$ cat src/rtl/funnel_pkg.sv
package funnel_pkg;
  typedef enum logic [1:0] {
    SZ_FULL = 2'd0,
    SZ_HALF = 2'd1,
    SZ_LANE = 2'd2
  } size_e;

  function automatic size_e decode_wsel(input logic [1:0] sel);
    case (sel)
      2'b01:   return SZ_HALF;
      2'b10:   return SZ_LANE;
      default: return SZ_FULL;  // 00 and reserved 11
    endcase
  endfunction
endpackage

$ cat src/rtl/fn_lane_swap.sv
module fn_lane_swap #(
  parameter int unsigned LANE_W = 9,
  parameter int unsigned LANES  = 4,
  localparam int unsigned WORD_W = LANE_W * LANES
) (
  input  logic              en_i,
  input  logic [WORD_W-1:0] word_i,
  output logic [WORD_W-1:0] word_o
);
  logic [WORD_W-1:0] rev;

  for (genvar b = 0; b < LANES; b++) begin : g_lane
    assign rev[b*LANE_W +: LANE_W] = word_i[(LANES-1-b)*LANE_W +: LANE_W];
  end

  assign word_o = en_i ? rev : word_i;
endmodule

$ cat src/rtl/fn_packer.sv
module fn_packer
  import funnel_pkg::*;
#(
  parameter int unsigned LANE_W = 9,
  parameter int unsigned LANES  = 4,
  localparam int unsigned WORD_W = LANE_W * LANES,
  localparam int unsigned HALF_W = WORD_W / 2,
  localparam int unsigned CNT_W  = $clog2(LANES)
) (
  input  logic              clk_i,
  input  logic              rst_ni,
  input  logic [1:0]        wsel_i,
  input  logic              swap_i,
  input  logic              valid_i,
  input  logic [WORD_W-1:0] data_i,
  output logic              ready_o,
  output logic              word_valid_o,
  output logic [WORD_W-1:0] word_data_o,
  input  logic              word_ready_i,
  output logic [CNT_W-1:0]  cnt_o,
  output size_e             size_o
);
  localparam logic [CNT_W-1:0] LAST_HALF = CNT_W'(1);
  localparam logic [CNT_W-1:0] LAST_LANE = CNT_W'(LANES - 1);

  logic [WORD_W-1:0] acc_q, word_q, merged, swapped;
  logic [CNT_W-1:0]  cnt_q;
  size_e             size_q, eff_size;
  logic              word_valid_q, slot_free, fire, last;

  // width is taken live only for the first piece of a word
  assign eff_size = (cnt_q == '0) ? decode_wsel(wsel_i) : size_q;

  always_comb begin
    case (eff_size)
      SZ_HALF: last = (cnt_q == LAST_HALF);
      SZ_LANE: last = (cnt_q == LAST_LANE);
      default: last = 1'b1;
    endcase
  end

  always_comb begin
    merged = acc_q;
    case (eff_size)
      SZ_HALF: merged[int'(cnt_q)*HALF_W +: HALF_W] = data_i[HALF_W-1:0];
      SZ_LANE: merged[int'(cnt_q)*LANE_W +: LANE_W] = data_i[LANE_W-1:0];
      default: merged = data_i;
    endcase
  end

  fn_lane_swap #(.LANE_W(LANE_W), .LANES(LANES)) u_swap (
    .en_i  (swap_i),
    .word_i(merged),
    .word_o(swapped)
  );

  assign slot_free = !word_valid_q || word_ready_i;
  assign ready_o   = slot_free;
  assign fire      = valid_i && slot_free;

  always_ff @(posedge clk_i or negedge rst_ni) begin
    if (!rst_ni) begin
      acc_q  <= '0;
      cnt_q  <= '0;
      size_q <= SZ_FULL;
      word_q <= '0;
    end else if (fire) begin
      if (cnt_q == '0) size_q <= eff_size;
      if (last) begin
        word_q <= swapped;
        cnt_q  <= '0;
      end else begin
        acc_q <= merged;
        cnt_q <= cnt_q + CNT_W'(1);
      end
    end
  end

  always_ff @(posedge clk_i or negedge rst_ni) begin
    if (!rst_ni)            word_valid_q <= 1'b0;
    else if (fire && last)  word_valid_q <= 1'b1;
    else if (word_ready_i)  word_valid_q <= 1'b0;
  end

  assign word_valid_o = word_valid_q;
  assign word_data_o  = word_q;
  assign cnt_o        = cnt_q;
  assign size_o       = size_q;
endmodule

$ cat src/rtl/fn_splitter.sv
module fn_splitter
  import funnel_pkg::*;
#(
  parameter int unsigned LANE_W = 9,
  parameter int unsigned LANES  = 4,
  localparam int unsigned WORD_W = LANE_W * LANES,
  localparam int unsigned HALF_W = WORD_W / 2,
  localparam int unsigned CNT_W  = $clog2(LANES)
) (
  input  logic              clk_i,
  input  logic              rst_ni,
  input  logic [1:0]        wsel_i,
  input  logic              swap_i,
  input  logic              word_valid_i,
  input  logic [WORD_W-1:0] word_data_i,
  output logic              word_ready_o,
  output logic              piece_valid_o,
  output logic [WORD_W-1:0] piece_data_o,
  input  logic              piece_ready_i,
  output size_e             size_o
);
  localparam logic [CNT_W-1:0] LAST_HALF = CNT_W'(1);
  localparam logic [CNT_W-1:0] LAST_LANE = CNT_W'(LANES - 1);

  logic [WORD_W-1:0] buf_q, swapped;
  logic [CNT_W-1:0]  cnt_q;
  size_e             size_q;
  logic              has_q, last, take, done, load;

  fn_lane_swap #(.LANE_W(LANE_W), .LANES(LANES)) u_swap (
    .en_i  (swap_i),
    .word_i(word_data_i),
    .word_o(swapped)
  );

  always_comb begin
    case (size_q)
      SZ_HALF: last = (cnt_q == LAST_HALF);
      SZ_LANE: last = (cnt_q == LAST_LANE);
      default: last = 1'b1;
    endcase
  end

  assign take         = has_q && piece_ready_i;
  assign done         = take && last;
  assign word_ready_o = !has_q || done;
  assign load         = word_valid_i && word_ready_o;

  always_ff @(posedge clk_i or negedge rst_ni) begin
    if (!rst_ni) begin
      has_q  <= 1'b0;
      buf_q  <= '0;
      cnt_q  <= '0;
      size_q <= SZ_FULL;
    end else if (load) begin
      has_q  <= 1'b1;
      buf_q  <= swapped;
      cnt_q  <= '0;
      size_q <= decode_wsel(wsel_i);
    end else if (done) begin
      has_q <= 1'b0;
      cnt_q <= '0;
    end else if (take) begin
      cnt_q <= cnt_q + CNT_W'(1);
    end
  end

  always_comb begin
    piece_data_o = '0;
    case (size_q)
      SZ_HALF: piece_data_o[HALF_W-1:0] = buf_q[int'(cnt_q)*HALF_W +: HALF_W];
      SZ_LANE: piece_data_o[LANE_W-1:0] = buf_q[int'(cnt_q)*LANE_W +: LANE_W];
      default: piece_data_o = buf_q;
    endcase
  end

  assign piece_valid_o = has_q;
  assign size_o        = size_q;
endmodule

$ cat src/rtl/width_funnel.sv
module width_funnel
  import funnel_pkg::*;
#(
  parameter int unsigned LANE_W = 9,
  parameter int unsigned LANES  = 4,
  localparam int unsigned WORD_W = LANE_W * LANES,
  localparam int unsigned CNT_W  = $clog2(LANES)
) (
  input  logic              clk_i,
  input  logic              rst_ni,
  input  logic [1:0]        in_wsel_i,
  input  logic              in_swap_i,
  input  logic              in_valid_i,
  input  logic [WORD_W-1:0] in_data_i,
  output logic              in_ready_o,
  output logic              pk_valid_o,
  output logic [WORD_W-1:0] pk_data_o,
  input  logic              pk_ready_i,
  input  logic              wd_valid_i,
  input  logic [WORD_W-1:0] wd_data_i,
  output logic              wd_ready_o,
  input  logic [1:0]        out_wsel_i,
  input  logic              out_swap_i,
  output logic              out_valid_o,
  output logic [WORD_W-1:0] out_data_o,
  input  logic              out_ready_i
);
  logic [CNT_W-1:0] pk_cnt;
  size_e            pk_size, up_size;

  fn_packer #(.LANE_W(LANE_W), .LANES(LANES)) u_pack (
    .clk_i       (clk_i),
    .rst_ni      (rst_ni),
    .wsel_i      (in_wsel_i),
    .swap_i      (in_swap_i),
    .valid_i     (in_valid_i),
    .data_i      (in_data_i),
    .ready_o     (in_ready_o),
    .word_valid_o(pk_valid_o),
    .word_data_o (pk_data_o),
    .word_ready_i(pk_ready_i),
    .cnt_o       (pk_cnt),
    .size_o      (pk_size)
  );

  fn_splitter #(.LANE_W(LANE_W), .LANES(LANES)) u_split (
    .clk_i        (clk_i),
    .rst_ni       (rst_ni),
    .wsel_i       (out_wsel_i),
    .swap_i       (out_swap_i),
    .word_valid_i (wd_valid_i),
    .word_data_i  (wd_data_i),
    .word_ready_o (wd_ready_o),
    .piece_valid_o(out_valid_o),
    .piece_data_o (out_data_o),
    .piece_ready_i(out_ready_i),
    .size_o       (up_size)
  );
endmodule

$ cat config.mk
export PLATFORM = sky130hd
export DESIGN_NAME = width_funnel
export DESIGN_NICKNAME = d
export VERILOG_FILES = /design/src/rtl/funnel_pkg.sv /design/src/rtl/fn_lane_swap.sv /design/src/rtl/fn_packer.sv /design/src/rtl/fn_splitter.sv /design/src/rtl/width_funnel.sv
export SDC_FILE = /design/constraint.sdc
export NUM_CORES = 1
export LEC_CHECK = 0
export BUFFER_PORTS_ARGS = -buffer_cell sky130_fd_sc_hd__buf_2
export CORE_MARGIN = 4
export CORE_UTILIZATION = 48
export DETAILED_ROUTE_END_ITERATION = 10
export PLACE_DENSITY = 0.81
export RECOVER_POWER = 25
export SLEW_MARGIN = 10
export SYNTH_ARGS = -nofsm -noshare
export SYNTH_HDL_FRONTEND = slang
export SYNTH_HIERARCHICAL = 1
export SYNTH_SLANG_ARGS = --single-unit
$ cat constraint.sdc
create_clock -name clk_i -period 5.4 [get_ports clk_i]
set_input_delay 0.27 -clock clk_i [delete_from_list [all_inputs] [get_ports clk_i]]
set_output_delay 0.27 -clock clk_i [all_outputs]
set_load 0.05 [all_outputs]
==> impl_results.html <==
<table>
<tr><th>Metric</th><th>Value</th></tr>
<tr><th colspan="2">Logic synthesis</th></tr>
<tr><td>Mux cell area share after synthesis</td><td>28.7%</td></tr>
<tr><td>Largest family of logic cells by synthesized area</td><td>multiplexers</td></tr>
<tr><td>Post-synthesis async set-or-reset flop share</td><td>100%</td></tr>
<tr><td>Simple logic cell fraction of the synthesized area</td><td>12.1%</td></tr>
<tr><td>Avg Synthesized Cell Area</td><td>9.87 µm²</td></tr>
<tr><td>Nets in the synthesized netlist</td><td>1083</td></tr>
<tr><td>XOR/XNOR Fraction of Synth Area</td><td>0.256%</td></tr>
<tr><td>Primary flip-flop cell chosen by synthesis mapping</td><td>dfrtp_1</td></tr>
<tr><td>Yosys top cell area share</td><td>30.2%</td></tr>
<tr><td>Flip-flop and latch count after synthesis</td><td>118</td></tr>
<tr><td>Synth Area in Adders</td><td>1.15%</td></tr>
<tr><td>Area leader, netlist</td><td>dfrtp_1</td></tr>
<tr><td>Cell area after synthesis</td><td>0.00977 mm²</td></tr>
<tr><td>Synth warn</td><td>6</td></tr>
<tr><td>Synth cell types</td><td>92</td></tr>
<tr><td>Post-synth EDFFs</td><td>0</td></tr>
<tr><td>Post-synthesis sequential area ratio</td><td>30.2%</td></tr>
<tr><td>Synthesized instance count</td><td>990</td></tr>
<tr><td>Fraction of the mapped netlist area in compound gates</td><td>20.0%</td></tr>
<tr><td>Synth area leaders</td><td>dfrtp_1, mux2_4, mux2_2</td></tr>
<tr><th colspan="2">Routing</th></tr>
<tr><td>WL final</td><td>32500 µm</td></tr>
<tr><td>DR iter-0 viols</td><td>1031</td></tr>
<tr><td>Final routed wire length divided by cell count</td><td>23.5 µm</td></tr>
<tr><td>Final routed DRC violation total</td><td>0</td></tr>
<tr><td>Remaining number of nets flagged by the antenna check after routing</td><td>0</td></tr>
<tr><td>Via density</td><td>6.42</td></tr>
<tr><td>Pre-antenna DRT Iters</td><td>7</td></tr>
<tr><td>Vias</td><td>8864</td></tr>
<tr><th colspan="2">Global route</th></tr>
<tr><td>Final global-route overflow total</td><td>0</td></tr>
<tr><td>Via count of the first global-routing pass</td><td>8828</td></tr>
<tr><td>Number of antenna violations at the first check in global routing</td><td>0</td></tr>
<tr><td>Overall fraction of global-route tracks in use</td><td>28.8%</td></tr>
<tr><td>Wire length of the first global-routing pass</td><td>50300 µm</td></tr>
<tr><td>Pin count of the biggest net entering global routing</td><td>63</td></tr>
<tr><th colspan="2">Clock network</th></tr>
<tr><td>TritonCTS clock tree</td><td>yes</td></tr>
<tr><td>Number of cells upsized or downsized after cts</td><td>0</td></tr>
<tr><td>Clock insertion delay at the later pin of the skew report</td><td>0.42 ns</td></tr>
<tr><td>Clock transition time at the flip-flop clock pins of the worst setup and hold paths</td><td>0.06 ns</td></tr>
<tr><td>Number of H-tree branching levels</td><td>4</td></tr>
<tr><td>TritonCTS buffer count</td><td>17</td></tr>
<tr><td>Clock tree buffer depth</td><td>2</td></tr>
<tr><td>Post-cts hold buffer count</td><td>1</td></tr>
<tr><td>Post-CTS Setup Bufs</td><td>0</td></tr>
<tr><td>Clock net sink count</td><td>118</td></tr>
<tr><td>CTS root buffer</td><td>clkbuf_16</td></tr>
<tr><th colspan="2">Timing</th></tr>
<tr><td>Final critical path time including I/O delays and setup</td><td>4.05 ns</td></tr>
<tr><td>Final number of setup-violating endpoints</td><td>0</td></tr>
<tr><td>Hold Fails Final Rpt</td><td>0</td></tr>
<tr><td>Achievable clock frequency</td><td>247 MHz</td></tr>
<tr><td>Slew at the pin closest to its max-slew limit</td><td>3.31 ns</td></tr>
<tr><td>Final number of max-transition violations</td><td>58</td></tr>
<tr><td>Summed negative setup slack over all endpoints</td><td>0 ns</td></tr>
<tr><td>Unrepaired setup endpoints after global routing</td><td>no</td></tr>
<tr><td>Fin crit share</td><td>75.1%</td></tr>
<tr><td>Relative slew slack</td><td>-120%</td></tr>
<tr><td>Setup skew after layout</td><td>0.00817 ns</td></tr>
<tr><th colspan="2">Pwr</th></tr>
<tr><td>Power per unit of standard cell area</td><td>761 mW/mm²</td></tr>
<tr><td>Peak supply drop</td><td>0.000558 V</td></tr>
<tr><td>Static Leak</td><td>4.89 nW</td></tr>
<tr><th colspan="2">Layout</th></tr>
<tr><td>Fraction of layout cells with a size suffix above 1</td><td>35.5%</td></tr>
<tr><td>Number of fill cells in the layout</td><td>1732</td></tr>
<tr><td>Antenna cell count</td><td>0</td></tr>
<tr><td>Area growth, synth to finish</td><td>13.4%</td></tr>
<tr><td>Final cell count without fillers</td><td>1381</td></tr>
<tr><td>Net total in the final layout</td><td>1196</td></tr>
<tr><th colspan="2">Worst setup path</th></tr>
<tr><td>Arrival time reported for the critical path endpoint</td><td>4.41 ns</td></tr>
<tr><td>Worst-path cell with the longest stage delay</td><td>ha_1</td></tr>
<tr><td>Endpoint type of the worst setup path</td><td>flip-flop</td></tr>
<tr><td>Maximum fanout encountered on the critical timing path</td><td>16</td></tr>
<tr><td>Ordered list of cells on the worst path</td><td>inv_1 -&gt; ha_2 -&gt; mux2_2 -&gt; inv_1 -&gt; ha_1 -&gt; nor2b_1 -&gt; nand3_1 -&gt; and4_1 -&gt; or4_1 -&gt; a21boi_0 -&gt; mux2_4 -&gt; mux2_2</td></tr>
<tr><td>Worst path max stage delay</td><td>0.56 ns</td></tr>
<tr><td>Worst r2r dst</td><td>u_pack/word_data_o[31]</td></tr>
<tr><td>Launching element type of the critical path</td><td>flip-flop</td></tr>
<tr><td>Register-to-Register Setup Slack</td><td>1.35 ns</td></tr>
<tr><td>Number of cell instances on the worst register-to-register path</td><td>12</td></tr>
<tr><td>Critical path class</td><td>reg2reg</td></tr>
<tr><td>CP required</td><td>5.76 ns</td></tr>
<tr><td>Crit Reg-Reg Startpoint</td><td>u_pack/cnt_o[1]</td></tr>
<tr><th colspan="2">Placed design</th></tr>
<tr><td>RePlAce Congestion</td><td>0.991</td></tr>
<tr><td>IO buf count</td><td>159</td></tr>
<tr><td>Dpl cells</td><td>1348</td></tr>
<tr><td>Hpwl dp</td><td>22700 µm</td></tr>
<tr><th colspan="2">Floorplanning</th></tr>
<tr><td>Row count</td><td>51</td></tr>
<tr><td>Horiz. Die Dim</td><td>151 µm</td></tr>
<tr><td>Initial Util</td><td>49.6%</td></tr>
<tr><td>I/O Pins</td><td>160</td></tr>
<tr><td>Die Y-Extent</td><td>151 µm</td></tr>
<tr><td>Die footprint</td><td>0.0227 mm²</td></tr>
<tr><td>Core region area</td><td>0.0197 mm²</td></tr>
<tr><th colspan="2">Min path</th></tr>
<tr><td>Worst min-delay path startpoint</td><td>out_wsel_i[1]</td></tr>
<tr><td>Number of cells on the worst hold path</td><td>3</td></tr>
<tr><td>Worst Hold Path EP</td><td>u_split/size_o[1]</td></tr>
<tr><td>Worst hold path type</td><td>in2reg</td></tr>
<tr><th colspan="2">Run</th></tr>
<tr><td>Count of max-cap constraint violations</td><td>1</td></tr>
<tr><th colspan="2">Status</th></tr>
<tr><td>Violations in the final reports</td><td>max-capacitance violations, max-slew violations</td></tr>
<tr><td>Result of the run</td><td>finished, violations left</td></tr>
</table>
==> worst max-delay path by stage <==
stage          depth (start not counted)            start  slack, ns                      to
2_1_floorplan                         18  u_pack/cnt_o[0]       1.04   u_pack/word_data_o[9]
3_3_place_gp                          12  u_pack/cnt_o[1]       1.57  u_pack/word_data_o[31]
3_5_place_dp                          12  u_pack/cnt_o[1]       1.51  u_pack/word_data_o[31]
4_1_cts                               12  u_pack/cnt_o[1]       1.45  u_pack/word_data_o[31]
5_1_grt                                3           rst_ni       0.95         u_pack/acc_q[8]
6_report                              12  u_pack/cnt_o[1]       1.35  u_pack/word_data_o[31]
==> flip-flops by register name (all words and copies together) (netlist names) <==
register               count
u_split/piece_valid_o      1
u_split/size_o             2
u_pack/word_data_o        36
u_pack/word_valid_o        1
u_pack/size_o              2
u_pack/acc_q              36
u_split/cnt_q              2
u_pack/cnt_o               2
u_split/buf_q             36
==> kinds of logic after synthesis <==
family          Yosys count
compound gates          287
xor+xnor                  2
fa+ha+maj                 9
buf+inv                 132
flops                   118
mux                     216
simple gates            226
==> cells in the mapped netlist (10+ instances only) <==
cell      number
nand2b_1      16
a22o_1        18
nor2b_1       20
o211ai_1      11
dfrtp_1      118
mux2_2        87
and2_1        19
clkbuf_1      33
nand2_1       75
a22oi_1       11
o21ai_0       59
o22ai_1       23
buf_4         14
mux4_2        10
nor2_1        34
inv_1         38
buf_2         23
mux2_4        79
a21oi_1       50
nor3_1        10
a31oi_1       24
mux2i_1       39
==> final cells by class <==
class	instances	area [µm²]	share of cell area, %
Multi-Input combinational cell	740	6110	55.2
Clock inverter	15	144	1.30
Tap cell	265	332	2.99
Timing Repair Buffer	184	957	8.64
Clock buffer	17	425	3.84
Inverter	42	158	1.42
Sequential cell	118	2950	26.7
==> layout by cell type, fill, tap and decap left out, types with 17 or more instances in the layout <==
cell / netlist / routed
nor2b_1: 20 / 20
clkbuf_16: 0 / 17
o22ai_1: 23 / 23
o21ai_0: 59 / 59
buf_2: 23 / 136
a21oi_1: 50 / 50
inv_1: 38 / 38
clkbuf_1: 33 / 23
and2_1: 19 / 19
a31oi_1: 24 / 24
mux2i_1: 39 / 39
mux2_2: 87 / 87
nand2_1: 75 / 75
mux2_4: 79 / 79
a22o_1: 18 / 18
dfrtp_1: 118 / 117
buf_4: 14 / 24
nor2_1: 34 / 34
==> critical path: cells and delay by family (launching register included) <==
family | cells | cell delay [ns]
simple gates | 4 | 1.25
fa+ha+maj | 2 | 0.95
mux | 3 | 0.77
flops | 1 | 0.44
compound gates | 1 | 0.39
buf+inv | 2 | 0.19
==> per-stage QoR <==
stage                     total power, W  util, %  setup slack (ns)  hold slack, ns  cell area (µm²)
after floorplan                  0.00594        -              1.04         -0.0256             9770
after global placement           0.00716     53.4              1.57           0.402            10500
after detailed placement         0.00725     53.4              1.51           0.405            10500
after CTS                        0.00840     56.4              1.45           0.109            11100
after global routing             0.00888     56.2             0.945           0.140            11100
final                            0.00844     56.2              1.35           0.129            11100
==> power by group <==
part,internal [W],switching (W),total [W],leakage (nW)
sequential,0.00132,0.000339,0.00165,1.43
clock,0.000642,0.000455,0.00110,0.273
combinational,0.00196,0.00373,0.00568,3.19
==> metal layers <==
| metal | track usage (%) | vias to the layer above | wire length, µm |
|---|---|---|---|
| met3 | 7.41 | 79 | 3020 |
| met2 | 45.1 | 538 | 15000 |
| met5 | 0 | - | 0 |
| met1 | 38.2 | 4324 | 13500 |
| met4 | 11.4 | 0 | 1010 |
| li1 | - | 3923 | - |
Power figures use the tool's default switching activity.
